`src/rtl/gpio_regs_pkg.sv`:
```
package gpio_regs_pkg;
  localparam int NBANK = 4;

  typedef enum logic [3:0] {
    K_NONE, K_LVL, K_DIR, K_SET, K_CLR, K_RISE, K_FALL, K_STS,
    K_ALT_LO, K_ALT_HI, K_OOR
  } reg_kind_e;
endpackage

```
`src/rtl/gpio_addr_decode.sv`:
```
module gpio_addr_decode
  import gpio_regs_pkg::*;
#(
  parameter int ADDR_W = 12
) (
  input  logic [ADDR_W-1:0] addr,
  output reg_kind_e         kind,
  output logic [1:0]        bank
);
  logic [5:0] idx;
  logic [5:0] grp;
  logic [1:0] rem;
  logic [2:0] aoff;

  function automatic reg_kind_e grp_kind(input logic [5:0] g);
    case (g)
      6'd0:    return K_LVL;
      6'd1:    return K_DIR;
      6'd2:    return K_SET;
      6'd3:    return K_CLR;
      6'd4:    return K_RISE;
      6'd5:    return K_FALL;
      6'd6:    return K_STS;
      default: return K_NONE;
    endcase
  endfunction

  always_comb begin
    idx  = addr[7:2];
    grp  = idx / 6'd3;
    rem  = 2'(idx % 6'd3);
    aoff = 3'(idx - 6'd21);
    kind = K_NONE;
    bank = 2'd0;
    if (addr[ADDR_W-1:9] != '0) begin
      kind = K_OOR;
    end else if (addr[1:0] == 2'b00) begin
      if (addr[8]) begin
        // upper window holds bank 3 only, one word per register group
        if (rem == 2'd0) begin
          kind = grp_kind(grp);
          bank = 2'd3;
        end
      end else if (idx < 6'd21) begin
        kind = grp_kind(grp);
        bank = rem;
      end else if (idx <= 6'd28) begin
        kind = aoff[0] ? K_ALT_HI : K_ALT_LO;
        bank = aoff[2:1];
      end
    end
  end
endmodule

```
`src/rtl/gpio_bank.sv`:
```
module gpio_bank #(
  parameter int BANK_W = 32
) (
  input  logic              clk,
  input  logic              rst_n,
  input  logic [BANK_W-1:0] wdata,
  input  logic              we_dir,
  input  logic              we_set,
  input  logic              we_clr,
  input  logic              we_rise,
  input  logic              we_fall,
  input  logic              we_alo,
  input  logic              we_ahi,
  output logic [BANK_W-1:0] dir_q,
  output logic [BANK_W-1:0] olat_q,
  output logic [BANK_W-1:0] rise_q,
  output logic [BANK_W-1:0] fall_q,
  output logic [BANK_W-1:0] alo_q,
  output logic [BANK_W-1:0] ahi_q,
  output logic [BANK_W-1:0] pin_out,
  output logic [BANK_W-1:0] pin_chg
);
  logic [BANK_W-1:0] dir_d, olat_d, rise_d, fall_d, alo_d, ahi_d;
  logic [BANK_W-1:0] shown_q;

  always_comb begin
    dir_d  = we_dir  ? wdata : dir_q;
    rise_d = we_rise ? wdata : rise_q;
    fall_d = we_fall ? wdata : fall_q;
    alo_d  = we_alo  ? wdata : alo_q;
    ahi_d  = we_ahi  ? wdata : ahi_q;
    olat_d = olat_q;
    if (we_set) olat_d = olat_d | wdata;
    if (we_clr) olat_d = olat_d & ~wdata;
  end

  always_ff @(posedge clk or negedge rst_n) begin
    if (!rst_n) begin
      dir_q   <= '0;
      olat_q  <= '0;
      rise_q  <= '0;
      fall_q  <= '0;
      alo_q   <= '0;
      ahi_q   <= '0;
      shown_q <= '0;
    end else begin
      dir_q   <= dir_d;
      olat_q  <= olat_d;
      rise_q  <= rise_d;
      fall_q  <= fall_d;
      alo_q   <= alo_d;
      ahi_q   <= ahi_d;
      shown_q <= pin_out;
    end
  end

  assign pin_out = olat_q & dir_q;
  assign pin_chg = pin_out ^ shown_q;

  // set leaves written bits high, clear leaves them low
  a_r4_set_or: assert property (@(posedge clk) disable iff (!rst_n)
    (we_set && !we_clr) |=> ((olat_q & $past(wdata)) == $past(wdata)));
  a_r4_clr_andn: assert property (@(posedge clk) disable iff (!rst_n)
    (we_clr && !we_set) |=> ((olat_q & $past(wdata)) == '0));
endmodule

```
`src/rtl/gpio_bank_regs.sv`:
```
module gpio_bank_regs
  import gpio_regs_pkg::*;
#(
  parameter int ADDR_W = 12,
  parameter int BANK_W = 32,
  localparam int NPIN = NBANK * BANK_W
) (
  input  logic              clk,
  input  logic              rst_n,
  input  logic              req_valid,
  input  logic              req_write,
  input  logic [ADDR_W-1:0] req_addr,
  input  logic [BANK_W-1:0] req_wdata,
  output logic              rsp_valid,
  output logic [BANK_W-1:0] rsp_rdata,
  output logic              rsp_err,
  output logic              lvl_rd_pulse,
  input  logic [NPIN-1:0]   pin_in,
  output logic [NPIN-1:0]   pin_out,
  output logic [NPIN-1:0]   pin_chg,
  output logic [NPIN-1:0]   rise_en,
  output logic [NPIN-1:0]   fall_en,
  output logic [2*NPIN-1:0] alt_func,
  input  logic [NPIN-1:0]   edge_sts,
  output logic [NPIN-1:0]   edge_clr
);
  reg_kind_e d_kind;
  logic [1:0] d_bank;
  logic wr, rd;
  logic [BANK_W-1:0] dir_a [NBANK];
  logic [BANK_W-1:0] olat_a [NBANK];
  logic [BANK_W-1:0] rise_a [NBANK];
  logic [BANK_W-1:0] fall_a [NBANK];
  logic [BANK_W-1:0] alo_a [NBANK];
  logic [BANK_W-1:0] ahi_a [NBANK];
  logic [BANK_W-1:0] rd_mux, pin_sl, sts_sl;
  logic [NPIN-1:0] clr_d;
  logic rsp_valid_d, rsp_err_d, lvl_d;
  logic [BANK_W-1:0] rsp_rdata_d;

  assign wr = req_valid &&  req_write;
  assign rd = req_valid && !req_write;

  gpio_addr_decode #(.ADDR_W(ADDR_W)) u_dec (
    .addr(req_addr), .kind(d_kind), .bank(d_bank)
  );

  for (genvar b = 0; b < NBANK; b++) begin : g_bank
    logic hit;
    assign hit = wr && (d_bank == 2'(b));
    gpio_bank #(.BANK_W(BANK_W)) u_bank (
      .clk(clk), .rst_n(rst_n), .wdata(req_wdata),
      .we_dir (hit && d_kind == K_DIR),
      .we_set (hit && d_kind == K_SET),
      .we_clr (hit && d_kind == K_CLR),
      .we_rise(hit && d_kind == K_RISE),
      .we_fall(hit && d_kind == K_FALL),
      .we_alo (hit && d_kind == K_ALT_LO),
      .we_ahi (hit && d_kind == K_ALT_HI),
      .dir_q(dir_a[b]), .olat_q(olat_a[b]), .rise_q(rise_a[b]),
      .fall_q(fall_a[b]), .alo_q(alo_a[b]), .ahi_q(ahi_a[b]),
      .pin_out(pin_out[b*BANK_W +: BANK_W]),
      .pin_chg(pin_chg[b*BANK_W +: BANK_W])
    );
    assign rise_en[b*BANK_W +: BANK_W] = rise_a[b];
    assign fall_en[b*BANK_W +: BANK_W] = fall_a[b];
    assign alt_func[2*b*BANK_W +: BANK_W]     = alo_a[b];
    assign alt_func[(2*b+1)*BANK_W +: BANK_W] = ahi_a[b];
    assign clr_d[b*BANK_W +: BANK_W] = (hit && d_kind == K_STS) ? req_wdata : '0;
  end

  // read data selection and response next-state
  always_comb begin
    pin_sl = pin_in[int'(d_bank)*BANK_W +: BANK_W];
    sts_sl = edge_sts[int'(d_bank)*BANK_W +: BANK_W];
    case (d_kind)
      K_LVL:    rd_mux = (olat_a[d_bank] & dir_a[d_bank]) | (pin_sl & ~dir_a[d_bank]);
      K_DIR:    rd_mux = dir_a[d_bank];
      K_RISE:   rd_mux = rise_a[d_bank];
      K_FALL:   rd_mux = fall_a[d_bank];
      K_STS:    rd_mux = sts_sl;
      K_ALT_LO: rd_mux = alo_a[d_bank];
      K_ALT_HI: rd_mux = ahi_a[d_bank];
      default:  rd_mux = '0;
    endcase
    rsp_valid_d = rd;
    rsp_err_d   = req_valid && d_kind == K_NONE;
    lvl_d       = rd && d_kind == K_LVL;
    rsp_rdata_d = rd ? rd_mux : rsp_rdata;
  end

  always_ff @(posedge clk or negedge rst_n) begin
    if (!rst_n) begin
      rsp_valid    <= 1'b0;
      rsp_err      <= 1'b0;
      lvl_rd_pulse <= 1'b0;
      rsp_rdata    <= '0;
      edge_clr     <= '0;
    end else begin
      rsp_valid    <= rsp_valid_d;
      rsp_err      <= rsp_err_d;
      lvl_rd_pulse <= lvl_d;
      rsp_rdata    <= rsp_rdata_d;
      edge_clr     <= clr_d;
    end
  end

  // high offsets read zero with no error
  a_r3_oor_zero: assert property (@(posedge clk) disable iff (!rst_n)
    (rd && req_addr[ADDR_W-1:9] != '0) |=> (rsp_rdata == '0 && !rsp_err));
  // set/clear ports read as zero
  a_r4_wo_read_zero: assert property (@(posedge clk) disable iff (!rst_n)
    (rd && (d_kind == K_SET || d_kind == K_CLR)) |=> (rsp_rdata == '0));
  // error responses carry zero data
  a_r10_err_zero: assert property (@(posedge clk) disable iff (!rst_n)
    (rsp_err && rsp_valid) |-> (rsp_rdata == '0));
  // notify only accompanies a read response
  a_r6_notify_rsp: assert property (@(posedge clk) disable iff (!rst_n)
    lvl_rd_pulse |-> rsp_valid);
  // driven pins move only after a write
  a_r8_chg_after_write: assert property (@(posedge clk) disable iff (!rst_n)
    (pin_out != $past(pin_out)) |-> $past(wr));
endmodule

```
`config.mk`:
```
export PLATFORM = sky130hd
export DESIGN_NAME = gpio_bank_regs
export DESIGN_NICKNAME = d
export VERILOG_FILES = /design/src/rtl/gpio_regs_pkg.sv /design/src/rtl/gpio_addr_decode.sv /design/src/rtl/gpio_bank.sv /design/src/rtl/gpio_bank_regs.sv
export SDC_FILE = /design/constraint.sdc
export NUM_CORES = 2
export LEC_CHECK = 0
export ABC_AREA = 1
export BUFFER_PORTS_ARGS = -buffer_cell sky130_fd_sc_hd__buf_4
export CORE_AREA = 4 4 476 478
export DETAILED_ROUTE_END_ITERATION = 6
export DIE_AREA = 0 0 480 482
export PLACE_DENSITY_LB_ADDON = 0.25
export SETUP_SLACK_MARGIN = 0.3
export SLEW_MARGIN = 10
export SYNTH_ARGS = -nofsm -noshare
export SYNTH_HDL_FRONTEND = slang
export SYNTH_SLANG_ARGS = --single-unit
```
`constraint.sdc`:
```
create_clock -name clk -period 2.1 [get_ports clk]
set_clock_uncertainty 0.1 [all_clocks]
set_input_delay 0.105 -clock clk [delete_from_list [all_inputs] [get_ports clk]]
set_output_delay 0.105 -clock clk [all_outputs]
set_load 0.01 [all_outputs]
```
==> impl_metrics.csv <==
group,metric,value,unit
grt,grt_use_total,26.0,%
clock_network,cts.reportedPaths.clkPinSlew,60,ps
grt,antenna_found_initial,45,
routing,ant_nets,0,
die,die_area,0.231,mm^2
synth,synth_area,0.0520,mm^2
critical_path,critical_path.most_common_cell,"nand2_4",
die,design.portCount,1235,
critical_path,r2r-end,"rsp_rdata[24]",
routing,vias,56400,
cells_and_area,regArea,0.0265,mm^2
power_and_ir_drop,p_sw,0.0155,W
clock_network,clockBufferDepth,3,
power_and_ir_drop,design_power_total,0.0541,W
clock_network,numCtsBuffers,138,
synth,synth_flop_cell,"dfrtp_1",
critical_path,startpoint_type,"primary input",
hold_path,worstHoldPathCells,11,
sta,fmax,0.325,GHz
synth,async_flop_share,100,%
cells_and_area,nFillCells,23200,
critical_path,cp_num_buf_inv,13,
placed_design,dp_hpwl,229000,um
critical_path,crit_required,2730,ps
critical_path,cp_top_family,"simple AND/OR/NAND/NOR gates",
placed_design,portBuffers,1234,
cells_and_area,syn2layout_area_growth,53.9,%
die,initial_core_util,23.4,%
power_and_ir_drop,pwr-share-clk,45.5,%
cells_and_area,mostFrequentLayoutCell,"nand2_1",
sta,rsz0062_at_grt,"yes",
sta,worst_slack,-979,ps
sta,max_slew_margin,51.7,%
grt,grt_pass1_vias,54100,
sta,final.min_clock_period,3080,ps
critical_path,slowest_delay,200,ps
hold_path,hp-class,"in -> reg",
grt,grt_max_degree,91,
clock_network,cts-root-buf,"clkbuf_16",
run_status,outcome,"finished, violations left",
power_and_ir_drop,leakage,42.6,nW
clock_network,htreeDepth,4,
die,core-area,0.222,mm^2
power_and_ir_drop,p_int,0.0386,W
synth,yosys.cell_types.count,36,
hold_path,hold_end,"rsp_rdata[0]",
clock_network,clkLatencyLatePin,800,ps
power_and_ir_drop,pwr_density_cell,676,mW/mm^2
sta,min_period_over_period,147,%
routing,vias_per_cell,4.80,
routing,wirelength,321000,um
synth,ys_ff_latch,1059,
cells_and_area,nets,8964,
routing,drtPass1Iterations,6,
grt,grt_pass1_wl,431000,um
routing,drc,0,
synth,ys_seq_area_share,51.0,%
power_and_ir_drop,seqPwrFrac,39.4,%
clock_network,tritoncts,"done",
synth,ys_warn_count,0,
sta,hold_viol,0,
routing,drtIter0Drc,5535,
die,rows,173,
critical_path,crit_arrival,3710,ps
cells_and_area,most-common-layout-cells,"nand2_1 (2915), buf_4 (1530), dfrtp_1 (1059), o21ai_0 (693), inv_1 (501)",
sta,hold_slack,32.4,ps
placed_design,gp_congestion,0.968,
power_and_ir_drop,switching_share,28.7,%
grt,gr-total-overflow,0,
job,maxCapViolCount,0,
cells_and_area,drive_gt1_share,28.1,%
sta,worst_slew_pin_slew,725,ps
synth,synthCells,6970,
routing,wl_per_cell,27.3,um
power_and_ir_drop,pwr-share-comb,15.0,%
cells_and_area,multi_input_area,0.0230,mm^2
hold_path,hp-start,"edge_sts[96]",
critical_path,cpMaxStageDelayCell,"nor3_4",
critical_path,r2r-start,"g_bank[1].u_bank.rise_q[24]",
sta,setup_viol_count_final,933,
run_status,violations,"setup timing",
sta,finalMaxSlewViolations,0,
clock_network,cts_sinks,1059,
power_and_ir_drop,irDropWorstVdd,774,uV
synth,syn_avg_cell_area,7.46,um^2
critical_path,reg2reg_slack,430,ps
critical_path,critical_path_class,"in -> reg",
critical_path,crit_path_end_kind,"flip-flop",
critical_path,cp_max_fo,16,
synth,synth-edff-count,0,
die,fp.dieH,482,um
die,die_x,480,um
synth,syn_nets,7279,
critical_path,ff2ff_path_depth,11,
==> repair_timing <==
item                       4_1_cts  5_1_grt
hold endpoints to repair      1958        2
pin swaps                       52       60
gates cloned                    29       28
setup buffers                   65       33
gates resized for setup        354      361
hold buffers                   222        4
setup endpoints to repair     1184     1190
==> logic make-up after synthesis <==
kind of cell,Yosys count,share of synthesized area [%]
AOI/OAI and AO/OA,938,9.23
adders and majority gates,5,0.120
and+or+nand+nor,3776,29.4
buffers and inverters,1063,8.12
xor gates and xnor gates,129,2.17
DFF,1059,51.0
==> worst reg2reg max path: stages, from the launching register on <==
cell and delay (ps):
dfrtp_1 400, nand4_1 150, nand2_1 70, nand2_1 70, nand2_1 110, nand2_1 170
nand2_1 70, nor2_1 90, buf_4 150, nand3_1 70, nand2_1 70, nand2_1 50
==> how the worst max path moves through the flow <==
stage | start | to | slack, ps | cells after the start
4_1_cts | req_addr[6] | flip-flop | -890 | 33
6_report | req_addr[6] | flip-flop | -980 | 32
5_1_grt | req_addr[7] | flip-flop | -1090 | 34
2_1_floorplan | req_addr[6] | flip-flop | -1010 | 32
3_3_place_gp | req_addr[6] | rsp_rdata[1] | -2450 | 36
3_5_place_dp | req_addr[6] | rsp_rdata[10] | -2350 | 34
==> synth_stat cells, drive strengths merged (3+ instances only) <==
cell type	number	area, um^2
nand2	3152	11900
inv	539	2020
a21oi	4	27.5
a22oi	32	240
o21ai	895	4480
o22ai	3	18.8
nand4	340	2130
nor3	12	98.9
xnor2	128	1120
nand3	85	435
clkbuf	360	1350
dfrtp	1059	26500
nor2	186	728
buf	163	841
ha	5	62.6
==> metal layers <==
layer | GRT usage [%] | routed length [um] | vias to the layer above | part of all wire (%)
li1 | - | - | 25400 | -
met1 | 35.6 | 137000 | 27900 | 43
met2 | 40.5 | 144000 | 2700 | 45
met3 | 6.76 | 28400 | 419 | 8.9
met4 | 7.45 | 11800 | 14 | 3.7
met5 | 0 | 80 | - | 0.025
==> cell type report <==
class	instances	area share, %
flip-flops and latches	1059	33.1
multi-input cells	4848	28.7
repair buffers	2067	25.0
clock buffers	191	4.97
well taps	2975	4.65
inverters	540	2.63
clock inverters	52	0.826
diodes	22	0.0688
repair inverters	1	0.0203
==> metrics by stage <==
step	std cells	cell area, um^2	utilization [%]	setup TNS (ps)	setup WS [ps]
after detailed placement	11100	68500	30.9	-1760810	-2350
after global routing	11700	80000	36.0	-893910	-1090
after floorplan	6970	52200	-	-861650	-1010
after global placement	11100	68500	30.9	-1811630	-2450
final	11800	80000	36.1	-778180	-979
after CTS	11700	77900	35.1	-719420	-889
==> power groups by stage <==
stage | Combinational [W] | Clock (W) | Sequential, W
2_1_floorplan | 0.00276 | 0 | 0.0216
3_3_place_gp | 0.00721 | 0 | 0.0217
3_5_place_dp | 0.00723 | 0 | 0.0217
4_1_cts | 0.00792 | 0.0252 | 0.0213
5_1_grt | 0.00871 | 0.0260 | 0.0214
6_report | 0.00813 | 0.0246 | 0.0213
No activity file was read; power rests on OpenSTA's default activity.
